[config.mk]
export PLATFORM = sky130hd
export DESIGN_NAME = burst_addr_gen
export DESIGN_NICKNAME = d
export VERILOG_FILES = /design/src/rtl/burst_pkg.sv /design/src/rtl/burst_start_reg.sv /design/src/rtl/burst_beat_ctr.sv /design/src/rtl/burst_order_map.sv /design/src/rtl/burst_addr_gen.sv
export SDC_FILE = /design/constraint.sdc
export NUM_CORES = 1
export LEC_CHECK = 0
export BUFFER_PORTS_ARGS = -buffer_cell sky130_fd_sc_hd__buf_4
export CORE_MARGIN = 8
export CORE_UTILIZATION = 46
export CTS_BUF_LIST = sky130_fd_sc_hd__clkbuf_16
export DETAILED_ROUTE_END_ITERATION = 6
export PLACE_DENSITY = 0.84
export SLEW_MARGIN = 20
export SYNTH_ARGS = -nofsm -noshare
export SYNTH_HDL_FRONTEND = slang
export SYNTH_SLANG_ARGS = --single-unit
[constraint.sdc]
create_clock -name clk_i -period 2.35 [get_ports clk_i]
set_input_delay 0.47 -clock clk_i [delete_from_list [all_inputs] [get_ports clk_i]]
set_output_delay 0.47 -clock clk_i [all_outputs]
set_load 0.005 [all_outputs]
[src/rtl/burst_pkg.sv]
package burst_pkg;
  localparam int unsigned BEAT_W = 2;
  localparam int unsigned BEATS  = 1 << BEAT_W;
  typedef logic [BEAT_W-1:0] beat_t;
  typedef enum logic {ORD_XOR = 1'b0, ORD_LIN = 1'b1} order_e;
endpackage

[src/rtl/burst_start_reg.sv]
module burst_start_reg #(
  parameter int unsigned ADDR_W = 16
) (
  input  logic              clk_i,
  input  logic              rst_ni,
  input  logic              load_i,
  input  logic [ADDR_W-1:0] addr_i,
  output logic [ADDR_W-1:0] start_o
);
  always_ff @(posedge clk_i or negedge rst_ni) begin
    if (!rst_ni)     start_o <= '0;
    else if (load_i) start_o <= addr_i;
  end
endmodule

[src/rtl/burst_beat_ctr.sv]
module burst_beat_ctr
  import burst_pkg::*;
(
  input  logic  clk_i,
  input  logic  rst_ni,
  input  logic  load_i,
  input  logic  adv_i,
  output beat_t beat_o,
  output logic  last_o
);
  always_ff @(posedge clk_i or negedge rst_ni) begin
    if (!rst_ni)     beat_o <= '0;
    else if (load_i) beat_o <= '0;           // strobe wins over advance
    else if (adv_i)  beat_o <= beat_o + 1'b1; // wraps modulo BEATS
  end

  assign last_o = (beat_o == beat_t'(BEATS - 1));
endmodule

[src/rtl/burst_order_map.sv]
module burst_order_map
  import burst_pkg::*;
(
  input  beat_t  start_lo_i,
  input  beat_t  beat_i,
  input  order_e order_i,
  output beat_t  lo_o
);
  beat_t lin_lo, xor_lo;

  assign lin_lo = start_lo_i + beat_i;
  assign xor_lo = start_lo_i ^ beat_i;
  assign lo_o   = (order_i == ORD_LIN) ? lin_lo : xor_lo;
endmodule

[src/rtl/burst_addr_gen.sv]
module burst_addr_gen
  import burst_pkg::*;
#(
  parameter int unsigned ADDR_W = 16
) (
  input  logic              clk_i,
  input  logic              rst_ni,
  input  logic              strobe_proc_i,
  input  logic              strobe_ctrl_i,
  input  logic              adv_i,
  input  logic              order_lin_i,
  input  logic [ADDR_W-1:0] addr_i,
  output logic [ADDR_W-1:0] addr_o,
  output logic              last_o
);
  localparam int unsigned HI_W = ADDR_W - BEAT_W;

  logic              load;
  logic [ADDR_W-1:0] start_q;
  beat_t             beat_q;
  beat_t             lo;
  order_e            order;

  assign load  = strobe_proc_i | strobe_ctrl_i;
  assign order = order_e'(order_lin_i);

  burst_start_reg #(.ADDR_W(ADDR_W)) i_start (
    .clk_i  (clk_i),
    .rst_ni (rst_ni),
    .load_i (load),
    .addr_i (addr_i),
    .start_o(start_q)
  );

  burst_beat_ctr i_beat (
    .clk_i (clk_i),
    .rst_ni(rst_ni),
    .load_i(load),
    .adv_i (adv_i),
    .beat_o(beat_q),
    .last_o(last_o)
  );

  burst_order_map i_map (
    .start_lo_i(start_q[BEAT_W-1:0]),
    .beat_i    (beat_q),
    .order_i   (order),
    .lo_o      (lo)
  );

  generate
    if (HI_W > 0) begin : g_hi
      assign addr_o = {start_q[ADDR_W-1:BEAT_W], lo};
    end else begin : g_lo_only
      assign addr_o = lo;
    end
  endgenerate
endmodule

==> flow_metrics.env <==
export IMPL_status="finished clean"
export IMPL_synth_distinct_cells=11
export IMPL_cp_required_ns=1.88
export IMPL_synth_ff_type="dfrtp_1"
export IMPL_initial_core_util=0.4689
export IMPL_grt_pass1_wl_mm=2.635
export IMPL_grt_usage=0.1034
export IMPL_power_density_nw_per_um2=711.7
export IMPL_drc=0
export IMPL_slowest_delay_ns=0.41
export IMPL_timing_final_crit_share=0.6975
export IMPL_crit_path_end="addr_o[1]"
export IMPL_leakagePower_uw=0.0005726
export IMPL_rr_startpoint="i_beat.beat_o[0]"
export IMPL_path_clk_slew_ns=0.05
export IMPL_skew_ns=0.0008065
export IMPL_finalSetupViolCount=0
export IMPL_fin_setup_tns_ns=0
export IMPL_arrival_ns=1.17
export IMPL_cts_sinks=18
export IMPL_max_cap_viol_count=0
export IMPL_ctsRootBufferMaster="clkbuf_16"
export IMPL_rsz0062_at_grt="false"
export IMPL_core_area_um2=1652
export IMPL_tightestPinTransition_ns=0.5695
export IMPL_end_kind="output port"
export IMPL_drive_above_1_share=0.6744
export IMPL_synth_warnings=0
export IMPL_fillCellCount=126
export IMPL_dieArea_um2=3252
export IMPL_drt_wl_total_mm=1.675
export IMPL_worstSetupStartpoint="i_beat.beat_o[0]"
export IMPL_area_growth_syn_to_layout_pct=47.17
export IMPL_diodes=0
export IMPL_synth_area_um2=774.5
export IMPL_ys_async_sr_fraction=1.000
export IMPL_placed_cell_area_um2=1061
export IMPL_synth_edf_count=0
export IMPL_r2r_end="i_beat.beat_o[1]"
export IMPL_yosysSeqAreaShare=0.5816
export IMPL_design_power_total_uw=811.2
export IMPL_fp_dieH_um=57.03
export IMPL_initialDrtViolationCount=1
export IMPL_post_cts_buffers=0
export IMPL_ys_ff_latch=18
export IMPL_yosys_top_cells_count="dfrtp_1, mux2_4, mux2_2"
export IMPL_grt_max_degree=19
export IMPL_synth_cells=45
export IMPL_multiInputGateArea_um2=304.0
export IMPL_clk_path_buf_depth=2
export IMPL_cp_start_kind="flop"
export IMPL_crit_type="reg -> out"
export IMPL_stdcell_area_um2=1140
export IMPL_synthesis_nets=69
export IMPL_fin_crit_ns=1.639
export IMPL_synth_most_common_cell="dfrtp_1"
export IMPL_io_pins=39
export IMPL_hold_violations=0
export IMPL_clk_latency_ns=0.24
export IMPL_path_cells="ha_1, nand2_1, xnor2_1, buf_4"
export IMPL_via_count=513
export IMPL_grt_overflow=0
export IMPL_ctsHoldBuffers=0
export IMPL_wl_per_cell_um=16.26
export IMPL_max_freq_mhz=610.1
export IMPL_worstRegToRegCells=3
export IMPL_worst_path_stages=4
export IMPL_tritoncts="done"
export IMPL_viasPerCell=4.981
export IMPL_h_tree_depth=1
export IMPL_gp_congestion=0.7530
export IMPL_synth_area_leaders="dfrtp_1, mux2_4, mux2_2"
export IMPL_seqCellArea_um2=450.4
export IMPL_cp_num_buf_inv=1
export IMPL_ctsResizeCount=0
export IMPL_portBuffers=38
export IMPL_max_slew_margin=0.6194
export IMPL_cpMaxStageDelayCell="dfrtp_1"
export IMPL_cp_top_family="flip-flops"
export IMPL_die_width_um=57.03
export IMPL_grt_pass1_vias=557
export IMPL_r2r_slack_ns=1.34
export IMPL_ir_drop_v=0.0004320
export IMPL_synth_top_area_frac=0.5816
export IMPL_syn_area_per_cell_um2=17.21
export IMPL_cts_buffers=3
export IMPL_hold_class="in -> async"
export IMPL_finalMaxSlewViolations=0
export IMPL_fin_nets=111
export IMPL_ant_nets=0
export IMPL_first_pass_iters=2
export IMPL_yosysTopAreaCell="dfrtp_1"
export IMPL_antenna_found_initial=0
export IMPL_crit_fanout=3
export IMPL_rows=15
[through the flow]
stage / hold slack (ns) / worst slack (ns) / util / cells
global placement: 0.3442 / 0.7665 / 0.6424 / 99
CTS: 0.08831 / 0.6930 / 0.6902 / 103
floorplan: 0.1744 / 1.109 / - / 45
finish: 0.08306 / 0.7109 / 0.6902 / 103
global route: 0.08519 / 0.6411 / 0.6902 / 103
detailed placement: 0.3528 / 0.7472 / 0.6424 / 99
[metal layers]
layer / part of all wire / vias up / global-route usage
met1: 0.41 / 257 / 0.1102
met5: 0 / - / 0
met2: 0.53 / 16 / 0.1690
li1: - / 238 / -
met3: 0.045 / 2 / 0.03326
met4: 0.014 / 0 / 0.07047
[sequential cells by signal, summed over array words and instances, names as in the netlist]
signal / cells
i_start.start_o: 16
i_beat.beat_o: 2
[where the power goes]
part	internal (uW)	leakage [uW]	switching, uW
registers	335	0.000214	14.6
logic	86.7	0.000320	41.4
clock network	226	0.0000385	108
[how the worst min path moves through the flow]
stage | depth (start not counted) | from | endpoint
finish | 1 | rst_ni | i_start.start_o[15]
global route | 1 | rst_ni | i_start.start_o[15]
CTS | 1 | rst_ni | i_start.start_o[15]
floorplan | 0 | rst_ni | i_beat.beat_o[0]
global placement | 1 | rst_ni | i_start.start_o[15]
detailed placement | 1 | rst_ni | i_start.start_o[15]
[area by class of cell]
class | instances | area share
Timing Repair Buffer | 38 | 0.2503
Clock inverter | 1 | 0.003293
Sequential cell | 18 | 0.3952
Clock buffer | 3 | 0.06586
Multi-Input combinational cell | 26 | 0.2667
Tap cell | 17 | 0.01866
[layout by cell type (no fill, tap or decap), drive strengths merged]
cell,n
clkbuf,3
ha,2
dfrtp,18
nor2,1
xor2,1
clkinv,1
nor3,2
nand2,1
mux2i,1
buf,38
mux2,16
xnor2,2
[logic make-up (layout without fill, tap and decap cells)]
logic type,count (synthesis),in the layout,share of synthesized area
xor gates and xnor gates,3,3,0.03393
adders and majority gates,2,2,0.03231
buffers and inverters,1,42,0.02585
DFF,18,18,0.5816
muxes,17,17,0.2940
and+or+nand+nor,4,4,0.03231
[worst reg2reg max path, stage by stage (launching register included)]
cell and delay (ns):
dfrtp_1 0.41, ha_1 0.30, mux2i_1 0.13, nor3_1 0.06
Note: power is estimated with default switching activity, not from simulation.
